[config.mk]
export PLATFORM = sky130hd
export DESIGN_NAME = eeprom_page_pacer
export DESIGN_NICKNAME = d
export VERILOG_FILES = /design/src/rtl/eeprom_pacer_pkg.sv /design/src/rtl/pacer_gap_timer.sv /design/src/rtl/pacer_post_timer.sv /design/src/rtl/pacer_fsm.sv /design/src/rtl/eeprom_page_pacer.sv
export SDC_FILE = /design/constraint.sdc
export NUM_CORES = 1
export LEC_CHECK = 0
export BUFFER_PORTS_ARGS = -buffer_cell sky130_fd_sc_hd__buf_2
export CORE_ASPECT_RATIO = 0.5
export CORE_MARGIN = 10
export CORE_UTILIZATION = 54
export CTS_BUF_LIST = sky130_fd_sc_hd__clkbuf_16
export DETAILED_ROUTE_END_ITERATION = 8
export GPL_TIMING_DRIVEN = 0
export PLACE_DENSITY = 0.83
export SLEW_MARGIN = 10
export SYNTH_ARGS = -nofsm -noshare
export SYNTH_HDL_FRONTEND = slang
export SYNTH_SLANG_ARGS = --single-unit
[constraint.sdc]
create_clock -name clk -period 2 [get_ports clk]
set_input_delay 0.1 -clock clk [delete_from_list [all_inputs] [get_ports clk]]
set_output_delay 0.1 -clock clk [all_outputs]
set_load 0.05 [all_outputs]
[src/rtl/eeprom_pacer_pkg.sv]
// Package: shared state encoding for the EEPROM page write pacer.
// Assumes nothing beyond being compiled before the modules that import it.
package eeprom_pacer_pkg;

    // Sequencer states, one page write walks FETCH..XFER once per byte.
    typedef enum logic [2:0] {
        PS_IDLE  = 3'd0,
        PS_FETCH = 3'd1,
        PS_PACE  = 3'd2,
        PS_REQ   = 3'd3,
        PS_XFER  = 3'd4,
        PS_POST  = 3'd5
    } pacer_state_e;

endpackage

[src/rtl/pacer_gap_timer.sv]
// Gap timer: counts timebase ticks since the last completed bus write,
// saturating at MAX_GAP. Reports when the minimum spacing is met and when
// the page-commit window has been used up.
// Assumes tick_i is a single-cycle strobe; clear_i has priority over a tick.
module pacer_gap_timer #(
    parameter int MIN_GAP = 2,
    parameter int MAX_GAP = 30,
    localparam int GAP_W  = $clog2(MAX_GAP + 1)
) (
    input  logic clk,
    input  logic rst_n,
    input  logic clear_i,
    input  logic tick_i,
    output logic gap_met_o,
    output logic gap_expired_o
);

    logic [GAP_W-1:0] gap_q;

    // Tick counter since last write completion, saturating at the window.
    always_ff @(posedge clk) begin
        if (!rst_n) begin
            gap_q <= '0;
        end else if (clear_i) begin
            gap_q <= '0;
        end else if (tick_i && (gap_q != GAP_W'(MAX_GAP))) begin
            gap_q <= gap_q + GAP_W'(1);
        end
    end

    // Minimum-spacing flag; a zero spacing needs no comparator.
    generate
        if (MIN_GAP == 0) begin : g_no_min
            assign gap_met_o = 1'b1;
        end else begin : g_min
            assign gap_met_o = (gap_q >= GAP_W'(MIN_GAP));
        end
    endgenerate

    // Window-used-up flag for the watchdog.
    assign gap_expired_o = (gap_q == GAP_W'(MAX_GAP));

endmodule

[src/rtl/pacer_post_timer.sv]
// Post-page timer: while run_i is high, counts ticks and flags when the
// programmed number has been reached. Clears itself whenever run_i is low.
// Assumes limit_i is held stable while run_i is high.
module pacer_post_timer #(
    parameter int POST_W = 8
) (
    input  logic              clk,
    input  logic              rst_n,
    input  logic              run_i,
    input  logic              tick_i,
    input  logic [POST_W-1:0] limit_i,
    output logic              done_o
);

    logic [POST_W-1:0] cnt_q;

    // Tick count inside the post-page phase.
    always_ff @(posedge clk) begin
        if (!rst_n) begin
            cnt_q <= '0;
        end else if (!run_i) begin
            cnt_q <= '0;
        end else if (tick_i && (cnt_q != limit_i)) begin
            cnt_q <= cnt_q + POST_W'(1);
        end
    end

    // Phase finished once the programmed tick count has been seen.
    assign done_o = run_i && (cnt_q == limit_i);

endmodule

[src/rtl/pacer_fsm.sv]
// Page sequencer: accepts a page start, takes one byte at a time, waits for
// the pacing slot, requests the bus, waits for completion, and finishes with
// the post-page phase. Owns the byte index, byte holding register, sticky
// error and the watchdog decision.
// Assumes bus_gnt_i only while bus_req_o is high and bus_done_i only after
// a grant; abort_i has priority over every other event.
module pacer_fsm
    import eeprom_pacer_pkg::*;
#(
    parameter int PAGE_BYTES = 64,
    parameter int DATA_W     = 8,
    parameter int POST_W     = 8,
    localparam int CNT_W     = $clog2(PAGE_BYTES + 1),
    localparam int IDX_W     = $clog2(PAGE_BYTES)
) (
    input  logic              clk,
    input  logic              rst_n,
    input  logic              abort_i,
    input  logic              start_i,
    input  logic [CNT_W-1:0]  start_count_i,
    input  logic [POST_W-1:0] post_delay_i,
    input  logic              byte_valid_i,
    input  logic [DATA_W-1:0] byte_data_i,
    input  logic              bus_gnt_i,
    input  logic              bus_done_i,
    input  logic              gap_met_i,
    input  logic              gap_expired_i,
    input  logic              post_done_i,
    output logic              gap_clear_o,
    output logic              post_run_o,
    output logic [POST_W-1:0] post_limit_o,
    output logic              byte_ready_o,
    output logic              bus_req_o,
    output logic [IDX_W-1:0]  bus_offset_o,
    output logic [DATA_W-1:0] bus_data_o,
    output logic              busy_o,
    output logic              error_o
);

    pacer_state_e      state_q, state_d;
    logic [IDX_W-1:0]  idx_q;
    logic [IDX_W-1:0]  last_idx_q;
    logic [DATA_W-1:0] data_q;
    logic [POST_W-1:0] post_q;
    logic              first_q;
    logic              err_q;

    logic count_ok;
    logic accept;
    logic waiting;
    logic wd_trip;
    logic take_byte;
    logic wr_done;
    logic last_byte;

    // Start qualification: count must be 1..PAGE_BYTES and block idle.
    assign count_ok  = (start_count_i != '0) && (start_count_i <= CNT_W'(PAGE_BYTES));
    assign accept    = (state_q == PS_IDLE) && start_i && count_ok && !abort_i;

    // Watchdog applies to inter-byte waiting after the first write only.
    assign waiting   = (state_q == PS_FETCH) || (state_q == PS_PACE) || (state_q == PS_REQ);
    assign wd_trip   = waiting && !first_q && gap_expired_i && !abort_i;

    assign take_byte = (state_q == PS_FETCH) && byte_valid_i && !abort_i && !wd_trip;
    assign wr_done   = (state_q == PS_XFER) && bus_done_i && !abort_i;
    assign last_byte = (idx_q == last_idx_q);

    // Next-state decision; abort and watchdog override normal progress.
    always_comb begin
        state_d = state_q;
        unique case (state_q)
            PS_IDLE:  if (accept)                    state_d = PS_FETCH;
            PS_FETCH: if (byte_valid_i)              state_d = PS_PACE;
            PS_PACE:  if (first_q || gap_met_i)      state_d = PS_REQ;
            PS_REQ:   if (bus_gnt_i)                 state_d = PS_XFER;
            PS_XFER:  if (bus_done_i)                state_d = last_byte ? PS_POST : PS_FETCH;
            PS_POST:  if (post_done_i)               state_d = PS_IDLE;
            default:                                 state_d = PS_IDLE;
        endcase
        if (wd_trip || abort_i) begin
            state_d = PS_IDLE;
        end
    end

    // State register.
    always_ff @(posedge clk) begin
        if (!rst_n) begin
            state_q <= PS_IDLE;
        end else begin
            state_q <= state_d;
        end
    end

    // Page context captured at start: last index and post-delay.
    always_ff @(posedge clk) begin
        if (!rst_n) begin
            last_idx_q <= '0;
            post_q     <= '0;
        end else if (accept) begin
            last_idx_q <= IDX_W'(start_count_i - CNT_W'(1));
            post_q     <= post_delay_i;
        end
    end

    // Byte index and first-byte marker, advanced on each completed write.
    always_ff @(posedge clk) begin
        if (!rst_n) begin
            idx_q   <= '0;
            first_q <= 1'b0;
        end else if (accept) begin
            idx_q   <= '0;
            first_q <= 1'b1;
        end else if (wr_done) begin
            first_q <= 1'b0;
            if (!last_byte) begin
                idx_q <= idx_q + IDX_W'(1);
            end
        end
    end

    // Holding register for the byte being written.
    always_ff @(posedge clk) begin
        if (!rst_n) begin
            data_q <= '0;
        end else if (take_byte) begin
            data_q <= byte_data_i;
        end
    end

    // Sticky error: set by watchdog, cleared only by an accepted start.
    always_ff @(posedge clk) begin
        if (!rst_n) begin
            err_q <= 1'b0;
        end else if (accept) begin
            err_q <= 1'b0;
        end else if (wd_trip) begin
            err_q <= 1'b1;
        end
    end

    assign gap_clear_o  = accept || wr_done;
    assign post_run_o   = (state_q == PS_POST);
    assign post_limit_o = post_q;
    assign byte_ready_o = (state_q == PS_FETCH);
    assign bus_req_o    = (state_q == PS_REQ);
    assign bus_offset_o = idx_q;
    assign bus_data_o   = data_q;
    assign busy_o       = (state_q != PS_IDLE);
    assign error_o      = err_q;

endmodule

[src/rtl/eeprom_page_pacer.sv]
// EEPROM page write pacer top: joins the sequencer with the inter-write gap
// timer and the post-page timer.
// Assumes tick_i is a one-cycle strobe per microsecond and that the arbiter
// grants only a raised request and completes only a granted cycle.
module eeprom_page_pacer #(
    parameter int PAGE_BYTES    = 64,
    parameter int DATA_W        = 8,
    parameter int MIN_GAP_TICKS = 2,
    parameter int MAX_GAP_TICKS = 30,
    parameter int POST_W        = 8,
    localparam int CNT_W        = $clog2(PAGE_BYTES + 1),
    localparam int IDX_W        = $clog2(PAGE_BYTES)
) (
    input  logic              clk,
    input  logic              rst_n,
    input  logic              abort_i,
    input  logic              start_i,
    input  logic [CNT_W-1:0]  start_count_i,
    input  logic [POST_W-1:0] post_delay_i,
    input  logic              tick_i,
    input  logic              byte_valid_i,
    input  logic [DATA_W-1:0] byte_data_i,
    output logic              byte_ready_o,
    output logic              bus_req_o,
    input  logic              bus_gnt_i,
    input  logic              bus_done_i,
    output logic [IDX_W-1:0]  bus_offset_o,
    output logic [DATA_W-1:0] bus_data_o,
    output logic              busy_o,
    output logic              error_o
);

    logic              gap_clear;
    logic              gap_met;
    logic              gap_expired;
    logic              post_run;
    logic              post_done;
    logic [POST_W-1:0] post_limit;

    pacer_gap_timer #(
        .MIN_GAP (MIN_GAP_TICKS),
        .MAX_GAP (MAX_GAP_TICKS)
    ) u_gap (
        .clk           (clk),
        .rst_n         (rst_n),
        .clear_i       (gap_clear),
        .tick_i        (tick_i),
        .gap_met_o     (gap_met),
        .gap_expired_o (gap_expired)
    );

    pacer_post_timer #(
        .POST_W (POST_W)
    ) u_post (
        .clk     (clk),
        .rst_n   (rst_n),
        .run_i   (post_run),
        .tick_i  (tick_i),
        .limit_i (post_limit),
        .done_o  (post_done)
    );

    pacer_fsm #(
        .PAGE_BYTES (PAGE_BYTES),
        .DATA_W     (DATA_W),
        .POST_W     (POST_W)
    ) u_fsm (
        .clk           (clk),
        .rst_n         (rst_n),
        .abort_i       (abort_i),
        .start_i       (start_i),
        .start_count_i (start_count_i),
        .post_delay_i  (post_delay_i),
        .byte_valid_i  (byte_valid_i),
        .byte_data_i   (byte_data_i),
        .bus_gnt_i     (bus_gnt_i),
        .bus_done_i    (bus_done_i),
        .gap_met_i     (gap_met),
        .gap_expired_i (gap_expired),
        .post_done_i   (post_done),
        .gap_clear_o   (gap_clear),
        .post_run_o    (post_run),
        .post_limit_o  (post_limit),
        .byte_ready_o  (byte_ready_o),
        .bus_req_o     (bus_req_o),
        .bus_offset_o  (bus_offset_o),
        .bus_data_o    (bus_data_o),
        .busy_o        (busy_o),
        .error_o       (error_o)
    );

endmodule

==> impl_metrics.prom <==
# TYPE chip_impl_metric gauge
chip_impl_info{name="result_of_the_run",value="finished clean"} 1
chip_impl_metric{name="ctsHtreeMaxLevel",unit=""} 2
chip_impl_metric{name="wl_met3",unit="um"} 229
chip_impl_info{name="highest-signal-layer",value="met4"} 1
chip_impl_metric{name="initial_utilization",unit="%"} 58.4
chip_impl_metric{name="drt_drc_violations_left",unit=""} 0
chip_impl_metric{name="xor_xnor_fraction_of_synth_area",unit="%"} 9.97
chip_impl_metric{name="layout_worst_path_cycle_share",unit="%"} 91.9
chip_impl_metric{name="length_of_routed_wiring_on_met1",unit="um"} 2630
chip_impl_metric{name="totalPowerFinal",unit="mW"} 1.89
chip_impl_metric{name="max_freq",unit="MHz"} 544
chip_impl_metric{name="layout.core_utilization",unit="%"} 69.6
chip_impl_info{name="critPathKind",value="reg2reg"} 1
chip_impl_metric{name="worst-slew-pin-transition",unit="ns"} 0.606
chip_impl_metric{name="finalClockSkew",unit="ns"} 0.00400
chip_impl_metric{name="syn-instance-count",unit=""} 264
chip_impl_metric{name="hpwlAfterDp",unit="um"} 4180
chip_impl_info{name="min-delay-path-class",value="in2reg"} 1
chip_impl_metric{name="synth_compound_gate_area_share",unit="%"} 14.8
chip_impl_metric{name="cts.hold.buffers_added",unit=""} 0
chip_impl_metric{name="placement_rows",unit=""} 16
chip_impl_metric{name="final_design_area_no_fill",unit="sq um"} 2830
chip_impl_metric{name="wl_met2",unit="um"} 2610
chip_impl_metric{name="clkLatencyLatePin",unit="ns"} 0.28
chip_impl_metric{name="die_h",unit="um"} 66.9
chip_impl_metric{name="critical_path_peak_fanout",unit=""} 8
chip_impl_metric{name="fillCellCount",unit=""} 328
chip_impl_metric{name="place_area",unit="sq um"} 2690
chip_impl_metric{name="synth.ff_latch_count",unit=""} 46
chip_impl_metric{name="grt_start_max_net_pins",unit=""} 13
chip_impl_info{name="prevailing_post_synth_register_cell",value="dfxtp_1"} 1
chip_impl_info{name="rsz0062_at_grt",value="false"} 1
chip_impl_metric{name="placedCellCount",unit=""} 366
chip_impl_metric{name="final_nets",unit=""} 356
chip_impl_metric{name="synth_seq_area_share",unit="%"} 38.8
chip_impl_metric{name="finalSetupViolCount",unit=""} 0
chip_impl_metric{name="drt.antenna.violating_nets",unit=""} 0
chip_impl_info{name="cts_tree",value="built"} 1
chip_impl_metric{name="route.detailed.wl_per_inst",unit="um"} 14.8
chip_impl_info{name="critPathLaunchType",value="flip-flop"} 1
chip_impl_metric{name="antenna_cells_inserted",unit=""} 0
chip_impl_info{name="root_buffer_cell",value="clkbuf_16"} 1
chip_impl_info{name="layout_commonest_cell",value="buf_2"} 1
chip_impl_metric{name="worstPathArrival",unit="ns"} 2.01
chip_impl_metric{name="route.final.wire_length",unit="um"} 5540
chip_impl_metric{name="ys_warn_count",unit=""} 0
chip_impl_metric{name="finalMaxSlewViolations",unit=""} 0
chip_impl_metric{name="final_layout_size_suffix_gt1_share",unit="%"} 21.9
chip_impl_info{name="mostFrequentLayoutCells",value="buf_2 (50), dfxtp_1 (46), nand2_1 (26), xnor2_1 (18), nor2_1 (18)"} 1
chip_impl_metric{name="routabilityCongestion",unit=""} 0.833
chip_impl_metric{name="critPathRequiredTime",unit="ns"} 2.17
chip_impl_info{name="end_kind",value="flip-flop"} 1
chip_impl_metric{name="synth_adder_area_share",unit="%"} 3.16
chip_impl_metric{name="clk_pin_slew_worst_paths",unit="ns"} 0.06
chip_impl_metric{name="antenna_violations_before_repair",unit=""} 0
chip_impl_metric{name="clock_path_buffers",unit=""} 2
chip_impl_metric{name="post_synth_and_or_nand_nor_area_fraction",unit="%"} 24.4
chip_impl_metric{name="min_period",unit="ns"} 1.84
chip_impl_metric{name="yosys.cell_types.count",unit=""} 49
chip_impl_metric{name="num_vias",unit=""} 2043
chip_impl_metric{name="grt.overflow.total",unit=""} 0
chip_impl_metric{name="number_of_global_route_vias_before_repair",unit=""} 1953
chip_impl_metric{name="pwr_density_cell",unit="nW/um^2"} 669
chip_impl_metric{name="power_leakage",unit="nW"} 1.20
chip_impl_metric{name="instances_no_fill",unit=""} 373
chip_impl_metric{name="post_synthesis_cell_area",unit="sq um"} 2370
chip_impl_metric{name="initialDrtViolationCount",unit=""} 73
chip_impl_metric{name="syn-num-nets",unit=""} 301
chip_impl_info{name="synth_top_family_by_area",value="simple AND/OR/NAND/NOR gates"} 1
chip_impl_metric{name="cts_sinks",unit=""} 46
chip_impl_metric{name="gr-usage-all-layers",unit="%"} 14.7
chip_impl_metric{name="via_per_inst",unit=""} 5.48
chip_impl_metric{name="grt_pass1_wl",unit="um"} 9160
chip_impl_metric{name="ios",unit=""} 49
chip_impl_metric{name="tritoncts.num_buffers",unit=""} 5
chip_impl_metric{name="die_area",unit="sq um"} 7600
chip_impl_metric{name="synth-edff-count",unit=""} 0
chip_impl_metric{name="die_width",unit="um"} 114
chip_impl_metric{name="flow.area_growth_from_synthesis",unit="%"} 19.2
chip_impl_metric{name="max_cap_viol_count",unit=""} 0
chip_impl_metric{name="timing.setup.tns",unit="ns"} 0
chip_impl_metric{name="postSynth.asyncResetShare",unit="%"} 0
chip_impl_metric{name="max-slew-margin-rel",unit="%"} 59.2
chip_impl_metric{name="finalHoldViolations",unit=""} 0
chip_impl_metric{name="detail_route.first_pass.iterations",unit=""} 4
chip_impl_metric{name="area_of_the_core",unit="sq um"} 4060
chip_impl_metric{name="mapped_avg_cell_area",unit="sq um"} 8.99
chip_impl_metric{name="port_buffers",unit=""} 48
chip_impl_metric{name="irDropWorstVdd",unit="V"} 0.000425
chip_impl_metric{name="yosys-mux-area-fraction",unit="%"} 4.64
[flip-flops by register name, summed over array words and instances, names as in the netlist]
signal	cells
u_fsm.last_idx_q	6
u_fsm.first_q	1
u_fsm.state_q	3
u_fsm.post_limit_o	8
u_gap.gap_q	5
u_post.cnt_q	8
u_fsm.error_o	1
u_fsm.bus_data_o	8
u_fsm.bus_offset_o	6
[worst max-delay path, stage by stage (launching register included)]
cell,delay (ns)
dfxtp_1,0.39
inv_1,0.06
ha_1,0.22
nand4_1,0.18
nor4_4,0.08
nor3_4,0.48
mux2i_1,0.26
nor2b_1,0.06
[cell usage after synthesis (2+ instances only)]
library cell  count  area, sq um
o21ai_1           2         10.0
and2_1            3         18.8
nand2_1          26         97.6
nor4_1            2         12.5
buf_4             4         30.0
xor2_1            9         78.8
nor3_1            3         15.0
o21a_1            2         15.0
xnor2_1          18          158
nor2b_1           9         56.3
clkbuf_1          5         18.8
a21oi_1          12         60.1
and3b_1           2         17.5
dfxtp_1          46          921
o211a_1           7         70.1
o2111ai_1         3         26.3
a21boi_1          8         60.1
nor2_1           18         67.6
inv_1             8         30.0
a211oi_1          2         15.0
buf_2             2         10.0
nand3_1           9         45.0
mux2i_1          11          110
nand3_2           2         20.0
o211ai_1          3         22.5
or3_1             5         31.3
nand4_1          10         62.6
o21ai_0           7         35.0
ha_1              6         75.1
[final cells by class]
cell class	count	area [sq um]	share of cell area [%]
Multi-Input combinational cell	198	1370	48.3
Clock buffer	5	125	4.42
Buffer	12	70.1	2.48
Tap cell	54	67.6	2.39
Sequential cell	46	921	32.6
Timing Repair Buffer	48	240	8.50
Clock inverter	2	7.51	0.265
Inverter	8	30.0	1.06
[final timing paths]
| check | slack (ns) | depth (start not counted) | to | startpoint |
|---|---|---|---|---|
| min reg2reg | 0.48 | 2 | u_fsm.error_o$_SDFFE_PP0P_ | u_fsm.error_o$_SDFFE_PP0P_ |
| max | 0.16 | 7 | u_fsm.bus_data_o[5]$_SDFFE_PN0P_ | u_gap.gap_q[0]$_SDFFE_PP0P_ |
| max reg2reg | 0.16 | 7 | u_fsm.bus_data_o[5]$_SDFFE_PN0P_ | u_gap.gap_q[0]$_SDFFE_PP0P_ |
| min | 0.05 | 3 | u_fsm.post_limit_o[5]$_SDFFE_PN0P_ | post_delay_i[5] |
[power breakdown]
part	switching, mW	internal (mW)
combinational	0.0955	0.0777
sequential	0.0168	0.935
clock	0.320	0.447
total	0.433	1.46
[per-layer routing]
metal  GRT usage, %  vias up
met1           18.6      949
li1               -     1041
met3           4.11        7
met2           23.6       46
met4           5.66        0
met5              0        -
[cells by family after synthesis]
family | count (synthesis)
and+or+nand+nor | 104
xor gates and xnor gates | 27
DFF | 46
AOI/OAI and AO/OA | 50
muxes | 11
buffers and inverters | 20
adders and majority gates | 6
[timing repair]
action / in CTS / in global routing
endpoints found under the setup margin: 0 / 4
resized for setup: 0 / 1
buffers inserted: 0 / 0
[metrics by stage]
step | worst slack (ns) | hold WS (ns)
3_3_place_gp | 0.236 | 0.339
4_1_cts | 0.159 | 0.0518
6_report | 0.161 | 0.0548
5_1_grt | 0.0394 | 0.0648
2_1_floorplan | 0.133 | 0.235
3_5_place_dp | 0.181 | 0.349
No activity file was read; power rests on OpenSTA's default activity.
